--- config.mk ---
export PLATFORM = sky130hd
export DESIGN_NAME = sfg_fifo
export DESIGN_NICKNAME = d
export VERILOG_FILES = /design/src/rtl/sfg_pkg.sv /design/src/rtl/sfg_recovery_guard.sv /design/src/rtl/sfg_ptr_ctrl.sv /design/src/rtl/sfg_store.sv /design/src/rtl/sfg_fifo.sv
export SDC_FILE = /design/constraint.sdc
export NUM_CORES = 1
export LEC_CHECK = 0
export BUFFER_PORTS_ARGS = -buffer_cell sky130_fd_sc_hd__buf_2
export CORE_UTILIZATION = 35
export DETAILED_ROUTE_END_ITERATION = 7
export MAX_ROUTING_LAYER = met4
export PLACE_DENSITY = 0.5
export SETUP_SLACK_MARGIN = 0.4
export SLEW_MARGIN = 20
export SYNTH_ARGS = -nofsm -noshare
export SYNTH_HDL_FRONTEND = slang
export SYNTH_SLANG_ARGS = --single-unit
--- constraint.sdc ---
create_clock -name clk -period 4.2 [get_ports clk]
set_input_delay 0.21 -clock clk [delete_from_list [all_inputs] [get_ports clk]]
set_output_delay 0.21 -clock clk [all_outputs]
set_load 0.02 [all_outputs]
--- src/rtl/sfg_pkg.sv ---
package sfg_pkg;
  // width of a counter that must reach the value n
  function automatic int cnt_w(int n);
    return (n < 2) ? 1 : $clog2(n + 1);
  endfunction
endpackage

--- src/rtl/sfg_recovery_guard.sv ---
module sfg_recovery_guard #(
  parameter int RECOVER = 3
) (
  input  logic clk,
  input  logic rst,
  output logic busy
);
  generate
    if (RECOVER == 0) begin : g_none
      assign busy = rst;
    end else begin : g_cnt
      localparam int CW = sfg_pkg::cnt_w(RECOVER);
      localparam logic [CW-1:0] LIMIT = CW'(RECOVER);
      logic [CW-1:0] cnt;

      always_ff @(posedge clk) begin
        if (rst) cnt <= '0;
        else if (cnt != LIMIT) cnt <= cnt + 1'b1;
      end

      assign busy = rst | (cnt != LIMIT);

      // once recovered, stays recovered until the next reset
      assert_stay_ready_R2: assert property (@(posedge clk) disable iff (rst)
        !busy |=> !busy);
    end
  endgenerate
endmodule

--- src/rtl/sfg_ptr_ctrl.sv ---
module sfg_ptr_ctrl #(
  parameter int ADDR_W = 3
) (
  input  logic              clk,
  input  logic              rst,
  input  logic              hold,
  input  logic              wr_req,
  input  logic              rd_req,
  output logic              wr_go,
  output logic              rd_go,
  output logic [ADDR_W-1:0] wr_addr,
  output logic [ADDR_W-1:0] rd_addr,
  output logic              full,
  output logic              empty
);
  localparam int DEPTH = 1 << ADDR_W;
  localparam logic [ADDR_W:0] DEPTH_V = (ADDR_W+1)'(DEPTH);

  logic [ADDR_W:0] wptr, rptr, occ;

  assign occ   = wptr - rptr;
  assign full  = hold | (occ == DEPTH_V);
  assign empty = hold | (occ == '0);
  assign wr_go = wr_req & ~full;
  assign rd_go = rd_req & ~empty;
  assign wr_addr = wptr[ADDR_W-1:0];
  assign rd_addr = rptr[ADDR_W-1:0];

  always_ff @(posedge clk) begin
    if (rst) begin
      wptr <= '0;
      rptr <= '0;
    end else begin
      if (wr_go) wptr <= wptr + 1'b1;
      if (rd_go) rptr <= rptr + 1'b1;
    end
  end

  assert_no_overflow_R3: assert property (@(posedge clk) disable iff (rst)
    full |=> $stable(wptr));
  assert_no_underflow_R6: assert property (@(posedge clk) disable iff (rst)
    empty |=> $stable(rptr));
  assert_occ_bound_R8: assert property (@(posedge clk) disable iff (rst)
    occ <= DEPTH_V);
  assert_rw_balance_R7: assert property (@(posedge clk) disable iff (rst)
    (wr_go && rd_go) |=> (occ == $past(occ)));
endmodule

--- src/rtl/sfg_store.sv ---
module sfg_store #(
  parameter int WIDTH  = 8,
  parameter int ADDR_W = 3
) (
  input  logic              clk,
  input  logic              rst,
  input  logic              we,
  input  logic [ADDR_W-1:0] waddr,
  input  logic [WIDTH-1:0]  wdata,
  input  logic              re,
  input  logic [ADDR_W-1:0] raddr,
  output logic [WIDTH-1:0]  rdata
);
  localparam int DEPTH = 1 << ADDR_W;

  logic [WIDTH-1:0] mem [DEPTH];

  always_ff @(posedge clk) begin
    if (we) mem[waddr] <= wdata;
  end

  always_ff @(posedge clk) begin
    if (rst) rdata <= '0;
    else if (re) rdata <= mem[raddr];
  end

  assert_hold_data_R6: assert property (@(posedge clk) disable iff (rst)
    !re |=> $stable(rdata));
endmodule

--- src/rtl/sfg_fifo.sv ---
module sfg_fifo #(
  parameter int WIDTH   = 8,
  parameter int ADDR_W  = 3,
  parameter int RECOVER = 3
) (
  input  logic             clk,
  input  logic             rst,
  input  logic             wr_valid,
  input  logic [WIDTH-1:0] wr_data,
  output logic             full,
  input  logic             rd_req,
  output logic [WIDTH-1:0] rd_data,
  output logic             empty
);
  logic              busy, wr_go, rd_go;
  logic [ADDR_W-1:0] wr_addr, rd_addr;

  sfg_recovery_guard #(.RECOVER(RECOVER)) u_guard (
    .clk(clk), .rst(rst), .busy(busy)
  );

  sfg_ptr_ctrl #(.ADDR_W(ADDR_W)) u_ptr (
    .clk(clk), .rst(rst), .hold(busy),
    .wr_req(wr_valid), .rd_req(rd_req),
    .wr_go(wr_go), .rd_go(rd_go),
    .wr_addr(wr_addr), .rd_addr(rd_addr),
    .full(full), .empty(empty)
  );

  sfg_store #(.WIDTH(WIDTH), .ADDR_W(ADDR_W)) u_store (
    .clk(clk), .rst(rst),
    .we(wr_go), .waddr(wr_addr), .wdata(wr_data),
    .re(rd_go), .raddr(rd_addr), .rdata(rd_data)
  );

  always_comb begin
    if (rst == 1'b1) begin
      assert_full_in_reset_R1: assert (full && empty);
    end
  end

  generate
    if (RECOVER > 0) begin : g_chk
      assert_guard_after_release_R2: assert property (@(posedge clk) disable iff (rst)
        $fell(rst) |-> (full && empty));
    end
  endgenerate
endmodule

==> metrics.md <==
| Metric | Value |
|---|---|
| Rel. slew slack | `50.93%` |
| Total gr overflow | `0` |
| Final setup fails | `0` |
| Drt pass-1 iters | `4` |
| Seq cells post-synth | `82` |
| TritonCTS buffer count | `9` |
| GRT Overall Usage | `13.79%` |
| Arr. time, crit path | `2.84 ns` |
| Setup TNS | `0 ns` |
| Post-synth EDFFs | `64` |
| Core ar. | `9284 sq um` |
| Cts repair resizes | `0` |
| Peak supply drop | `0.2011 mV` |
| RePlAce Congestion | `0.7691` |
| Fmax | `327.5 MHz` |
| Sink Count | `82` |
| Synth Cell Area | `3371 sq um` |
| Layout Utilization | `40.70%` |
| First-pass GRT wire length | `9729 microns` |
| Crit-path max FO | `20` |
| RSZ-0062 raised after global routing | `false` |
| Post-CTS Hold Fix Bufs | `0` |
| Largest net degree at the start of global routing | `22` |
| CTS root buffer | `clkbuf_8` |
| Fin. Hold Viols | `0` |
| Port Buffers | `21` |
| Crit Path Class | `reg -> out` |
| Starting density of the core | `36.31%` |
| Area Overhead vs Synth | `12.10%` |
| Row count | `35` |
| Critical-path top delay cell | `o41a_1` |
| HP Class | `in -> reg` |
| Max Cap Viol | `0` |
| H-tree depth | `3` |
| Vias in the first global route | `1756` |
| Crit-path leading delay family | `buffers and inverters` |
| Dominant synthesized flop cell | `edfxtp_1` |
| Syn_nets | `220` |
| Cells after Synth | `202` |
| Setup ws final | `1.147 ns` |
| Initial antenna violation count | `0` |
| Routed Antenna Nets | `0` |
| Worst-margin pin slew | `0.7333 ns` |
| Die H | `100.1 microns` |
| Endpoint type of the worst setup path | `output pin` |
| Layout cells sized above 1 | `26.72%` |
| Synth cell types | `32` |
| Die area | `10030 sq um` |
| Clk_skew | `0.006350 ns` |
| Iteration-0 DRC Markers | `106` |
| CTS max path bufs | `2` |
| Clk slew on worst S/H paths | `0.09 ns` |
| Area leader, netlist | `edfxtp_1` |
| Crit-path cells | `inv_1 -> ha_1 -> and3b_4 -> nor3_1 -> o41a_1 -> inv_1 -> buf_2` |
| Nets | `245` |
| Status | `finished, final reports clean` |
| Remaining routing DRC violations | `0` |
| Leak | `1.296 nW` |
| Async SR Flop Fraction | `0%` |
| Fin crit period | `3.053 ns` |
| Die X | `100.1 microns` |
| Final Max Tran Viols | `0` |
| Ys Warns | `0` |
| Vias/cell | `4.820` |
| Tcrit/Tclk final | `72.69%` |
| Post-CTS Setup Bufs | `0` |
| CP max stage delay | `0.62 ns` |
| Post-Syn Area per Cell | `16.69 sq um` |
| Pre-CTS setup slack | `1.302 ns` |
| Clock latency on the worst-skew pair | `0.34 ns` |
| Routed wire per std cell | `16.74 microns` |
| Ant. Diodes | `0` |
| Startpoint types | `flop` |
| Hpwl dp | `4041 microns` |
| # IOs | `22` |
| WP data required | `3.99 ns` |
| Total wire length | `6042 microns` |
| Crit path buffers/inverters | `3` |
| Top post-synthesis cells by area | `edfxtp_1 57%, dfxtp_1 11%, mux4_2 11%, mux2i_1 3.6%, a311oi_1 2.3%` |
| CTS tree | `built` |
| Most common cell on crit path | `inv_1` |
| Yosys top cell area share | `57.02%` |
| Via count | `1740` |
| PwrDens | `379.7 nW/um^2` |
| Register area share after synthesis | `67.71%` |
## cells in the final DEF (no fill, tap or decap), types with 2 or more instances in the layout
| master | netlist | layout |
|---|---|---|
| edfxtp_1 | 64 | 64 |
| buf_2 | 2 | 21 |
| dfxtp_1 | 18 | 18 |
| mux4_2 | 16 | 16 |
| a21oi_1 | 15 | 15 |
| mux2i_1 | 12 | 12 |
| a311oi_1 | 9 | 9 |
| clkbuf_8 | 0 | 9 |
| inv_1 | 7 | 7 |
| nor2_1 | 7 | 7 |
| nand3_1 | 6 | 6 |
| ha_1 | 6 | 6 |
| nand2b_1 | 5 | 5 |
| nor3_1 | 4 | 4 |
| o21ai_0 | 4 | 4 |
| inv_6 | 0 | 4 |
| buf_4 | 1 | 4 |
| nand2_1 | 2 | 2 |
| xnor2_1 | 2 | 2 |
| xor2_1 | 2 | 2 |
| clkinv_1 | 0 | 2 |
## Yosys cell counts, drive strengths merged, types with 2 or more instances
cell,number
buf,5
nand2b,5
nand3,6
xor2,2
nor2b,2
a311oi,9
dfxtp,18
nand2,2
xnor2,2
a21oi,15
mux4,16
mux2i,12
clkbuf,6
edfxtp,64
nor2,7
o21ai,4
ha,6
inv,8
o41a,2
nor3,5
## area by class of cell
| cell class | count | area [sq um] |
|---|---|---|
| timing repair buffer | 25 | 135.1 |
| clock buffer | 9 | 123.9 |
| fill | 876 | 5505 |
| sequential | 82 | 2282 |
| multi-input combinational | 101 | 993.5 |
| inverter | 8 | 32.53 |
| clock inverter | 7 | 50.05 |
| tap | 129 | 161.4 |
## path summary, 6_finish.rpt
| check | startpoint | endpoint | slack, ns | cells past startpoint |
|---|---|---|---|---|
| worst max-delay path | u_ptr.rptr[2] | empty | 1.15 | 7 |
| worst min-delay path | wr_data[6] | u_store.mem[3][6] | 0.16 | 1 |
| worst max register to register | u_ptr.rptr[2] | u_store.mem[6][2] | 1.34 | 7 |
| worst min register to register | u_store.rdata[2] | u_store.rdata[2] | 0.52 | 2 |
## state kept, by name, summed over array words and instances (netlist names)
signal / count
u_guard.g_cnt.cnt: 2
u_store.mem: 64
u_store.rdata: 8
u_ptr.wptr: 4
u_ptr.rptr: 4
## cell families after synthesis
kind of cell,synth area share (%)
AOI/OAI and AO/OA,6.682
xor gates and xnor gates,1.040
adders and majority gates,2.227
buffers and inverters,2.821
DFF,67.71
muxes,14.25
and+or+nand+nor,5.272
## through the flow
step / cell area [sq um] / power, mW / std cells / hold slack [ns]
after global routing: 3779 / 1.500 / 361 / 0.1454
after CTS: 3779 / 1.459 / 361 / 0.1339
after detailed placement: 3605 / 0.9449 / 345 / 0.4985
after floorplan: 3371 / 0.9247 / 202 / 0.3089
final: 3779 / 1.435 / 361 / 0.1555
after global placement: 3605 / 0.9440 / 345 / 0.4804
## per-layer routing
metal	up-vias	track usage [%]	wire [microns]
met4	0	3.679	53
met2	38	20.18	2733
met5	-	-	0
li1	849	-	-
met1	847	18.72	3009
met3	6	4.178	246
## power breakdown
part           internal (mW)  leakage, nW  switching (mW)
clock                  0.219       0.0861           0.290
combinational         0.0155        0.489          0.0282
sequential             0.878        0.721         0.00329
## worst reg2reg max path: stages, from the launching register on
cell,delay (ns)
dfxtp_1,0.32
inv_1,0.38
ha_1,0.38
and3b_4,0.22
nor3_2,0.19
o41a_4,0.19
nand3_1,0.19
nor2_1,0.63
No activity file was read; power rests on OpenSTA's default activity.
